File: src/rtl/adc_sp_pkg.sv
package adc_sp_pkg;

    localparam int REG_W   = 24;
    localparam int STAT_W  = 8;
    localparam int FRAME_W = REG_W + STAT_W;
    localparam int CNT_W   = $clog2(FRAME_W + 1);

    localparam logic [2:0] SEL_STAT = 3'd0;
    localparam logic [2:0] SEL_MODE = 3'd1;
    localparam logic [2:0] SEL_CONF = 3'd2;
    localparam logic [2:0] SEL_DATA = 3'd3;
    localparam logic [2:0] SEL_OFFS = 3'd4;

    localparam logic [REG_W-1:0] MODE_INIT = 24'h000040;
    localparam logic [REG_W-1:0] CONF_INIT = 24'h000008;
    localparam logic [REG_W-1:0] DATA_INIT = 24'h000000;
    localparam logic [REG_W-1:0] OFFS_INIT = 24'h800000;

    localparam logic [7:0] CMD_STREAM_OFF = 8'h58;
    localparam int         MODE_APPEND_BIT = 20;

    typedef enum logic [1:0] {
        ST_CMD,
        ST_WR,
        ST_RD,
        ST_STREAM
    } port_st_e;

    typedef struct packed {
        logic       hold;
        logic       rd;
        logic [2:0] sel;
        logic       stream;
        logic [1:0] pad;
    } cmd_t;

    function automatic logic [CNT_W-1:0] frame_len(input logic [2:0] sel, input logic append);
        if (sel == SEL_STAT)
            return CNT_W'(STAT_W);
        else if (sel == SEL_DATA && append)
            return CNT_W'(FRAME_W);
        else
            return CNT_W'(REG_W);
    endfunction

endpackage

File: src/rtl/adc_sp_sync.sv
module adc_sp_sync #(
    parameter int STAGES = 2
) (
    input  logic clk,
    input  logic rst,
    input  logic sclk,
    input  logic din,
    input  logic cs_n,
    output logic din_s,
    output logic cs_s,
    output logic sclk_rise,
    output logic sclk_fall
);
    logic [STAGES-1:0] sclk_ff, din_ff, cs_ff;
    logic              sclk_prev;

    always_ff @(posedge clk) begin
        if (rst) begin
            sclk_ff   <= '1;
            din_ff    <= '0;
            cs_ff     <= '1;
            sclk_prev <= 1'b1;
        end else begin
            sclk_ff   <= {sclk_ff[STAGES-2:0], sclk};
            din_ff    <= {din_ff[STAGES-2:0], din};
            cs_ff     <= {cs_ff[STAGES-2:0], cs_n};
            sclk_prev <= sclk_ff[STAGES-1];
        end
    end

    assign din_s     = din_ff[STAGES-1];
    assign cs_s      = cs_ff[STAGES-1];
    assign sclk_rise = sclk_ff[STAGES-1] & ~sclk_prev;
    assign sclk_fall = ~sclk_ff[STAGES-1] & sclk_prev;

endmodule

File: src/rtl/adc_sp_ones.sv
module adc_sp_ones #(
    parameter int RUN = 40
) (
    input  logic clk,
    input  logic rst,
    input  logic rise,
    input  logic din_s,
    input  logic cs_s,
    output logic hit
);
    localparam int RW = $clog2(RUN + 1);
    logic [RW-1:0] run;

    always_ff @(posedge clk) begin
        if (rst || cs_s) begin
            run <= '0;
        end else if (rise) begin
            if (!din_s || run == RW'(RUN - 1))
                run <= '0;
            else
                run <= run + 1'b1;
        end
    end

    assign hit = rise && !cs_s && din_s && (run == RW'(RUN - 1));

    // the run counter never passes the reset length
    p_run_bound_r11: assert property (@(posedge clk) disable iff (rst)
        run < RW'(RUN));

    // a detected run restarts the count
    p_hit_restart_r11: assert property (@(posedge clk) disable iff (rst)
        hit |=> run == '0);

endmodule

File: src/rtl/adc_serial_port.sv
module adc_serial_port
    import adc_sp_pkg::*;
#(
    parameter int RESET_ONES  = 40,
    parameter int SYNC_STAGES = 2
) (
    input  logic             clk,
    input  logic             rst,
    input  logic             sclk,
    input  logic             din,
    input  logic             cs_n,
    input  logic             conv_done,
    input  logic [REG_W-1:0] conv_result,
    output logic             dout_rdy,
    output logic [REG_W-1:0] mode_word,
    output logic [REG_W-1:0] conf_word,
    output logic [REG_W-1:0] offset_word
);
    logic din_s, cs_s, rise, fall, soft_hit;

    adc_sp_sync #(.STAGES(SYNC_STAGES)) u_sync (
        .clk(clk), .rst(rst), .sclk(sclk), .din(din), .cs_n(cs_n),
        .din_s(din_s), .cs_s(cs_s), .sclk_rise(rise), .sclk_fall(fall)
    );

    adc_sp_ones #(.RUN(RESET_ONES)) u_ones (
        .clk(clk), .rst(rst), .rise(rise), .din_s(din_s), .cs_s(cs_s), .hit(soft_hit)
    );

    port_st_e             state;
    logic [REG_W-1:0]     in_sr, data_r, mode_r, conf_r, offs_r;
    logic [FRAME_W-1:0]   out_sr, rd_word, stream_word;
    logic [CNT_W-1:0]     bit_cnt, len;
    logic [2:0]           sel_r;
    logic                 rdy_n, dout_q, streaming, append;
    logic [STAT_W-1:0]    status_b;
    logic [REG_W-1:0]     wr_word;
    cmd_t                 cmd_now;

    assign append   = mode_r[MODE_APPEND_BIT];
    assign status_b = {rdy_n, {(STAT_W-1){1'b0}}};
    assign cmd_now  = cmd_t'({in_sr[6:0], din_s});
    assign wr_word  = {in_sr[REG_W-2:0], din_s};
    assign stream_word = append ? {data_r, status_b} : {data_r, {STAT_W{1'b0}}};

    always_comb begin
        case (cmd_now.sel)
            SEL_STAT: rd_word = {status_b, {REG_W{1'b0}}};
            SEL_MODE: rd_word = {mode_r, {STAT_W{1'b0}}};
            SEL_CONF: rd_word = {conf_r, {STAT_W{1'b0}}};
            SEL_DATA: rd_word = stream_word;
            SEL_OFFS: rd_word = {offs_r, {STAT_W{1'b0}}};
            default:  rd_word = '0;
        endcase
    end

    always_ff @(posedge clk) begin
        if (rst || soft_hit) begin
            state     <= ST_CMD;
            in_sr     <= '0;
            out_sr    <= '0;
            bit_cnt   <= '0;
            len       <= '0;
            sel_r     <= SEL_STAT;
            dout_q    <= 1'b1;
            streaming <= 1'b0;
            rdy_n     <= 1'b1;
            data_r    <= DATA_INIT;
            mode_r    <= MODE_INIT;
            conf_r    <= CONF_INIT;
            offs_r    <= OFFS_INIT;
        end else begin
            if (cs_s) begin
                bit_cnt <= '0;
                state   <= streaming ? ST_STREAM : ST_CMD;
            end else if (rise) begin
                in_sr <= wr_word;
                case (state)
                    ST_CMD: begin
                        if (bit_cnt == CNT_W'(7)) begin
                            bit_cnt <= '0;
                            if (!cmd_now.hold) begin
                                sel_r <= cmd_now.sel;
                                if (cmd_now.rd && cmd_now.sel == SEL_DATA && cmd_now.stream) begin
                                    streaming <= 1'b1;
                                    state     <= ST_STREAM;
                                end else if (cmd_now.rd) begin
                                    state  <= ST_RD;
                                    len    <= frame_len(cmd_now.sel, append);
                                    out_sr <= rd_word;
                                    if (cmd_now.sel == SEL_DATA)
                                        rdy_n <= 1'b1;
                                end else begin
                                    state <= ST_WR;
                                    len   <= frame_len(cmd_now.sel, 1'b0);
                                end
                            end
                        end else begin
                            bit_cnt <= bit_cnt + 1'b1;
                        end
                    end
                    ST_WR: begin
                        if (bit_cnt == len - 1'b1) begin
                            bit_cnt <= '0;
                            state   <= ST_CMD;
                            case (sel_r)
                                SEL_MODE: mode_r <= wr_word;
                                SEL_CONF: conf_r <= wr_word;
                                SEL_OFFS: offs_r <= wr_word;
                                default: ;
                            endcase
                        end else begin
                            bit_cnt <= bit_cnt + 1'b1;
                        end
                    end
                    ST_RD: begin
                        if (bit_cnt == CNT_W'(7) && streaming && cmd_now == cmd_t'(CMD_STREAM_OFF))
                            streaming <= 1'b0;
                        if (bit_cnt == len - 1'b1) begin
                            bit_cnt <= '0;
                            state   <= (streaming && !(bit_cnt == CNT_W'(7) &&
                                        cmd_now == cmd_t'(CMD_STREAM_OFF))) ? ST_STREAM : ST_CMD;
                        end else begin
                            bit_cnt <= bit_cnt + 1'b1;
                        end
                    end
                    default: ;
                endcase
            end else if (fall) begin
                if (state == ST_RD) begin
                    dout_q <= out_sr[FRAME_W-1];
                    out_sr <= out_sr << 1;
                end else if (state == ST_STREAM && !rdy_n) begin
                    dout_q  <= stream_word[FRAME_W-1];
                    out_sr  <= stream_word << 1;
                    len     <= frame_len(SEL_DATA, append);
                    bit_cnt <= '0;
                    rdy_n   <= 1'b1;
                    state   <= ST_RD;
                end
            end
            if (conv_done) begin
                data_r <= conv_result;
                rdy_n  <= 1'b0;
            end
        end
    end

    assign dout_rdy    = (state == ST_RD && !cs_s) ? dout_q : rdy_n;
    assign mode_word   = mode_r;
    assign conf_word   = conf_r;
    assign offset_word = offs_r;

    // a completion strobe clears the not-ready flag
    p_done_ready_r6: assert property (@(posedge clk) disable iff (rst)
        conv_done && !soft_hit |=> !rdy_n);

    // a raised select leaves no transfer in progress
    p_cs_idle_r12: assert property (@(posedge clk) disable iff (rst)
        cs_s |=> (state != ST_RD && bit_cnt == '0));

    // a readout never counts past its own length
    p_rd_bound_r4: assert property (@(posedge clk) disable iff (rst)
        state == ST_RD |-> bit_cnt < len);

    // continuous-read mode is left only from a readout or a serial reset
    p_stream_exit_r10: assert property (@(posedge clk) disable iff (rst)
        $fell(streaming) && !$past(soft_hit) |-> $past(state) == ST_RD);

endmodule

File: config.mk
export PLATFORM = sky130hd
export DESIGN_NAME = adc_serial_port
export DESIGN_NICKNAME = d
export VERILOG_FILES = /design/src/rtl/adc_sp_pkg.sv /design/src/rtl/adc_sp_sync.sv /design/src/rtl/adc_sp_ones.sv /design/src/rtl/adc_serial_port.sv
export SDC_FILE = /design/constraint.sdc
export NUM_CORES = 1
export LEC_CHECK = 0
export BUFFER_PORTS_ARGS = -buffer_cell sky130_fd_sc_hd__clkbuf_2
export CORE_UTILIZATION = 52
export DETAILED_ROUTE_END_ITERATION = 6
export GPL_ROUTABILITY_DRIVEN = 1
export PLACE_DENSITY = 0.76
export SETUP_SLACK_MARGIN = 0.15
export SYNTH_ARGS = -nofsm -noshare
export SYNTH_HDL_FRONTEND = slang
export SYNTH_SLANG_ARGS = --single-unit
File: constraint.sdc
create_clock -name clk -period 2.3 [get_ports clk]
set_input_delay 0.23 -clock clk [delete_from_list [all_inputs] [get_ports clk]]
set_output_delay 0.23 -clock clk [all_outputs]
set_load 0.02 [all_outputs]
==> reports/results.ini, run 1 <==
[critical_path]
critPathMaxStageDelay_ns=0.95
critical_path_class=reg -> reg
critPathBufInv=0
arrival_ns=2.47
cp_max_fo=12
crit_family=simple AND/OR/NAND/NOR gates
slowest_stage=nor2b_1
worstSetupEndpointType=register
crit_top_cell=a21oi_1
crit_path_start_kind=register
crit_required_ns=2.67
crit_chain=nor2b_1 -> a222oi_1 -> o21ai_0 -> a21oi_1 -> a21oi_1

[routing]
via_per_inst=5.97
drt-total-wl_mm=22.2
vias=7239
wire_per_inst_um=18.3
firstDrtPassIters=7
ant_nets=0
drc=6
drt_iter0_drc=623

[sta]
finClkSkew_ns=0.00991
max_freq_mhz=475
slew_headroom_pct=20.8
drv_slew=0
finalHoldViolCount=0
final.setup.tns_ns=0
tightest_slew_ns=1.19
setup_slack_ns=0.193
min_period_ns=2.11
min_period_over_period_pct=91.6
grt_setup_unrepaired=yes
setup_violations=0

[pwr]
cellPowerDensity_nw_per_um2=666
p_leak_nw=3.82
irDropWorstVdd_uv=576

[place]
dpl.hpwl_mm=13.7
gp_congestion=0.834
io_buffers=102
pre_cts_slack_ns=0.0936
placed_cell_area_um2=8680

[die]
die-area_um2=15700
die_y_um=125
fp-row-count=44
io-pin-count=103
start_util_pct=53.9
die_x_um=125
design.core.area_um2=14600

[yosys]
syn-num-nets=958
synth.most_common_cell=dfxtp_1
async_flop_share_pct=0
synth_area_leaders=dfxtp_1 (44%), mux2i_1 (13%), a21oi_1 (6.8%)
ys_seq_area_share_pct=44.2
synth_seq_cells=174
ys.flop_type=dfxtp_1
yosysUniqueCellTypes=60
syn_area_um2=7890
syn_area_per_cell_um2=8.58
synth_warnings=0
synth-edff-count=0
synth_top_cell_by_area=dfxtp_1
ys_top_cells_by_count=dfxtp_1 (174), nand2_1 (134), nor2_1 (110), a21oi_1 (107), mux2i_1 (102)
yosys.area.top_type_share_pct=44.2
syn-instance-count=919

[status]
violations=design-rule violations
outcome=finished, violations left

[clock_tree]
clk_pin_slew_ns=0.07
cts.sinks=174
numCtsBuffers=17
cts_root_buf=clkbuf_16
ctsLongestPathBuffers=2
cts_tree=built
h-tree-depth=4
clk_latency_ns=0.44

[layout]
diodes=0
final_area_um2=9520
nFillCells=1221
fin_nets=1055
multi_input_area_um2=4140
syn_to_final_growth_pct=20.8
final_util_pct=65.0
drive_above_1_share_pct=21.8
seqCellArea_um2=3490

[global_route]
grt_pass1_wl_mm=34.8
grt-ovfl-total=0
antenna_found_initial=0
grt_pass1_vias=6734
track_usage_pct=27.9
grt_max_degree=82

[flow_run]
cap_violations=0

[hold_path]
hp-class=in -> reg

flip-flops by register name (all words and copies together) (netlist names), 2 cells and up:
| name | cells |
|---|---|
| data_r | 24 |
| u_sync.cs_ff | 2 |
| len | 3 |
| u_ones.run | 6 |
| state | 2 |
| offset_word | 24 |
| u_sync.din_ff | 2 |
| out_sr | 25 |
| sel_r | 3 |
| u_sync.sclk_ff | 2 |
| mode_word | 24 |
| in_sr | 23 |
| bit_cnt | 6 |
| conf_word | 24 |
worst paths after layout:
path / from / endpoint / slack (ns) / cells past startpoint
max reg2reg: in_sr[3]$_SDFFE_PP0N_ / out_sr[9]$_SDFFE_PP0P_ / 0.19 / 5
max: in_sr[3]$_SDFFE_PP0N_ / out_sr[9]$_SDFFE_PP0P_ / 0.19 / 5
min: conv_result[20] / data_r[20]$_SDFFE_PP0P_ / 0.02 / 3
min reg2reg: u_sync.sclk_ff[0]$_SDFF_PP1_ / u_sync.sclk_ff[1]$_SDFF_PP1_ / 0.42 / 1
cells by family after synthesis:
kind of cell               count (synthesis)  synth area share, %
and+or+nand+nor                          306                 17.1
xor gates and xnor gates                  10                 1.30
DFF                                      174                 44.2
muxes                                    114                 14.7
adders and majority gates                  9                 1.43
buffers and inverters                     83                 4.81
AOI/OAI and AO/OA                        223                 16.5
worst reg2reg max path, stage by stage (launching register included):
cell	delay (ns)
dfxtp_1	0.42
nor2b_1	0.95
a222oi_1	0.20
o21ai_0	0.25
a21oi_1	0.10
a21oi_1	0.13
metal layers:
layer	up-vias	wire length, µm	track usage [%]
li1	3403	-	-
met1	3472	9460	36.5
met2	323	10600	44.8
met3	41	1710	6.46
met4	0	512	10.8
met5	-	0	0
per-stage QoR:
step,cells,total power [mW],hold slack (ns)
floorplan,919,3.32,0.302
detailed placement,1174,3.41,0.397
finish,1213,6.34,0.0208
global route,1213,6.53,0.0347
global placement,1174,3.41,0.401
CTS,1209,6.34,0.0173
final cells by class:
class	count	share of cell area (%)
clock buffer	20	4.80
timing repair buffer	148	10.7
clock inverter	12	1.51
inverter	13	0.512
sequential	174	36.6
multi-input combinational	662	43.5
tap	184	2.42
timing repair:
action / 4_1_cts / 5_1_grt
buffers inserted: 1 / 1
setup endpoints to repair: 33 / 148
pin swaps: 2 / 3
gates cloned: 0 / 3
hold buffers: 2 / 0
gates resized for setup: 8 / 26
hold endpoints to repair: 2 / 0
where the power goes:
| group | internal (mW) | total [mW] | switching, mW |
|---|---|---|---|
| clock network | 1.69 | 2.97 | 1.29 |
| registers | 3.05 | 3.08 | 0.0327 |
| logic | 0.122 | 0.288 | 0.165 |
cells in the final DEF (no fill, tap or decap), types with 3 or more instances in the layout:
master,n
buf_12,6
xnor2_1,5
a21o_1,4
ha_1,4
xor2_1,3
inv_1,12
dfxtp_2,5
clkbuf_16,20
nor3b_1,4
nor3_1,7
nand3_1,9
a31oi_1,3
ha_4,4
nor2_1,110
or2_2,6
mux2i_1,101
a21oi_1,106
buf_4,30
o21ai_0,51
mux2_2,12
a222oi_1,3
inv_6,5
clkbuf_2,102
nand4_1,4
dfxtp_1,169
buf_6,3
or4_1,3
a22oi_1,32
o211ai_1,5
nor2b_1,5
nand2_1,134
Note: power is estimated with default switching activity, not from simulation.
==> inputs of run 2 (changes only) <==
--- a/config.mk
+++ b/config.mk
@@ -10,7 +10,7 @@
 export DETAILED_ROUTE_END_ITERATION = 6
 export GPL_ROUTABILITY_DRIVEN = 1
 export PLACE_DENSITY = 0.76
-export SETUP_SLACK_MARGIN = 0.15
+export SETUP_SLACK_MARGIN = 0.2
 export SYNTH_ARGS = -nofsm -noshare
 export SYNTH_HDL_FRONTEND = slang
 export SYNTH_SLANG_ARGS = --single-unit
==> run 2 against run 1 <==
  * The run still ends with design-rule violations left
  * Largest power group unchanged
  * Clock skew up 0.0014 ns
  * Final cell count up 0.41%
  * Fmax up 2.9%
  * Critical path type unchanged
  * Wire length up 1.4%
  * Via count down 0.43%
==> reports/results.ini, run 2 (synthesis gave the netlist of run 1 again) <==
[status]
outcome=finished, violations left  ; unchanged
violations=design-rule violations  ; unchanged

[layout]
final_util_pct=65.6  ; was 65.0%
largest_reg_flops=25  ; unchanged
diodes=0  ; unchanged
stdcell_count=1218  ; was 1,213
syn_to_final_growth_pct=21.9  ; was 20.8%
fin_nets=1060  ; was 1,055
drive_above_1_share_pct=22.7  ; was 21.8%
regMostFlops=out_sr  ; unchanged
layout_common_cells=dfxtp_1 (167), nand2_1 (133), nor2_1 (110)  ; was dfxtp_1 (169), nand2_1 (134), nor2_1 (110)
final_common_cell=dfxtp_1  ; unchanged

[clock_tree]
numCtsBuffers=17  ; unchanged
h-tree-depth=4  ; unchanged
cts_root_buf=clkbuf_16  ; unchanged
ctsLongestPathBuffers=2  ; unchanged
clk_pin_slew_ns=0.07  ; about the same
clk_latency_ns=0.44  ; about the same
cts.sinks=174  ; unchanged
cts_tree=built  ; unchanged

[critical_path]
reg2reg_from=state[0]$_SDFFE_PP0P_  ; was in_sr[3]$_SDFFE_PP0N_
startpoint=state[0]$_SDFFE_PP0P_  ; was in_sr[3]$_SDFFE_PP0N_
r2r_setup_slack_ns=0.25  ; was 0.19 ns
critical_path_class=reg -> reg  ; unchanged
worstRegToRegCells=6  ; was 5
crit_path_end=bit_cnt[3]$_SDFFE_PP0P_  ; was out_sr[9]$_SDFFE_PP0P_
r2r_end=bit_cnt[3]$_SDFFE_PP0P_  ; was out_sr[9]$_SDFFE_PP0P_
cp_max_fo=5  ; was 12
crit_required_ns=2.67  ; about the same
crit_path_start_kind=register  ; unchanged
worstSetupEndpointType=register  ; unchanged
arrival_ns=2.42  ; was 2.47 ns

[global_route]
antenna_found_initial=0  ; unchanged
grt_max_degree=76  ; was 82
grt_pass1_wl_mm=35.1  ; was 34.8 mm
grt_pass1_vias=6779  ; was 6,734
track_usage_pct=28.2  ; was 27.9%
grt-ovfl-total=0  ; unchanged

[place]
dp.cells=1174  ; unchanged
io_buffers=102  ; unchanged
dpl.hpwl_mm=13.8  ; was 13.7 mm
gp_congestion=0.842  ; was 0.834

[routing]
vias=7208  ; was 7,239
firstDrtPassIters=7  ; unchanged
drc=6  ; unchanged
drt_iter0_drc=636  ; was 623
wire_per_inst_um=18.5  ; was 18.3 µm
ant_nets=0  ; unchanged
drt-total-wl_mm=22.6  ; was 22.2 mm
via_per_inst=5.92  ; was 5.97

[hold_path]
hp-class=in -> reg  ; unchanged
holdCritStartpoint=din  ; was conv_result[20]

[pwr]
seq_power_share_pct=48.4  ; was 48.6%
power.share.switching_pct=23.9  ; was 23.4%
power_frac_comb_pct=4.6  ; was 4.5%
power_frac_clock_pct=47.0  ; was 46.9%
p_sw_mw=1.52  ; was 1.49 mW
cellPowerDensity_nw_per_um2=663  ; was 666 nW/µm²
intPower_mw=4.85  ; was 4.86 mW
irDropWorstVdd_uv=559  ; was 576 µV
p_leak_nw=3.85  ; was 3.82 nW

[sta]
tightest_slew_ns=0.646  ; was 1.19 ns
grt_setup_unrepaired=no  ; was yes
setup_violations=0  ; unchanged
finClkSkew_ns=0.0113  ; was 0.00991 ns
slew_headroom_pct=56.7  ; was 20.8%
min_period_over_period_pct=89.0  ; was 91.6%
min_period_ns=2.05  ; was 2.11 ns
max_freq_mhz=489  ; was 475 MHz
finalHoldViolCount=0  ; unchanged
drv_slew=0  ; unchanged
final.setup.tns_ns=0  ; unchanged

[die]
die_y_um=125  ; unchanged
die_x_um=125  ; unchanged
start_util_pct=53.9  ; unchanged
fp-row-count=44  ; unchanged
io-pin-count=103  ; unchanged
design.core.area_um2=14600  ; unchanged
die-area_um2=15700  ; unchanged

[flow_run]
cap_violations=0  ; unchanged

-- run 2: power groups by stage --
stage / Sequential [mW] / Clock, mW / Combinational, mW
floorplan: 3.13 / 0 / 0.184
global placement: 3.15 / 0 / 0.262
detailed placement: 3.15 / 0 / 0.266
CTS: 3.08 / 3.02 / 0.275
global route: 3.08 / 3.15 / 0.320
finish: 3.08 / 2.99 / 0.293
-- run 2: area by class of cell --
type	instances	area, µm²
well taps	184	230
inverters	13	48.8
flip-flops and latches	174	3490
multi-input cells	662	4150
clock buffers	18	439
fillers	1197	5030
repair buffers	153	1070
clock inverters	14	173
-- run 2: critical path, cell delays in order (launching register included) --
cell and delay [ns]:
dfxtp_4 0.36, inv_2 0.05, ha_4 0.18, or3b_4 0.41, a211o_4 0.38, or4_4 0.49
a21oi_2 0.12
-- run 2: worst min-delay path by stage --
stage	end	slack (ns)	depth (start not counted)
floorplan	u_sync.din_ff[0]$_SDFF_PP0_	0.30	1
global placement	u_sync.cs_ff[1]$_SDFF_PP1_	0.40	1
detailed placement	u_sync.cs_ff[1]$_SDFF_PP1_	0.40	1
CTS	u_sync.din_ff[0]$_SDFF_PP0_	0.002	2
global route	u_sync.din_ff[0]$_SDFF_PP0_	0.002	2
finish	u_sync.din_ff[0]$_SDFF_PP0_	0.008	2
-- run 2: timing repair --
item | CTS | global route
gates cloned | 1 | 3
pin swaps | 3 | 7
hold buffers | 2 | 0
buffers inserted | 3 | 3
setup endpoints to repair | 87 | 77
endpoints found under the hold margin | 2 | 0
resized for setup | 8 | 29
-- run 2: per-stage QoR --
stage / worst slack, ns / hold slack [ns] / power, mW / instance area (µm²)
2_1_floorplan: 0.216 / 0.302 / 3.32 / 7890
3_3_place_gp: 0.217 / 0.399 / 3.41 / 8690
3_5_place_dp: 0.149 / 0.403 / 3.41 / 8690
4_1_cts: 0.186 / 0.00202 / 6.38 / 9410
5_1_grt: 0.176 / 0.00212 / 6.55 / 9610
6_report: 0.253 / 0.00827 / 6.37 / 9610
-- run 2: layer usage --
layer  vias up  part of all wire [%]  track usage [%]  routed length (µm)
met2       329                    48             45.8               10900
met4         0                   1.7             10.5                 379
met3        38                   8.4             7.06                1880
li1       3407                     -                -                   -
met5         -                     0                0                   0
met1      3434                    42             36.1                9420
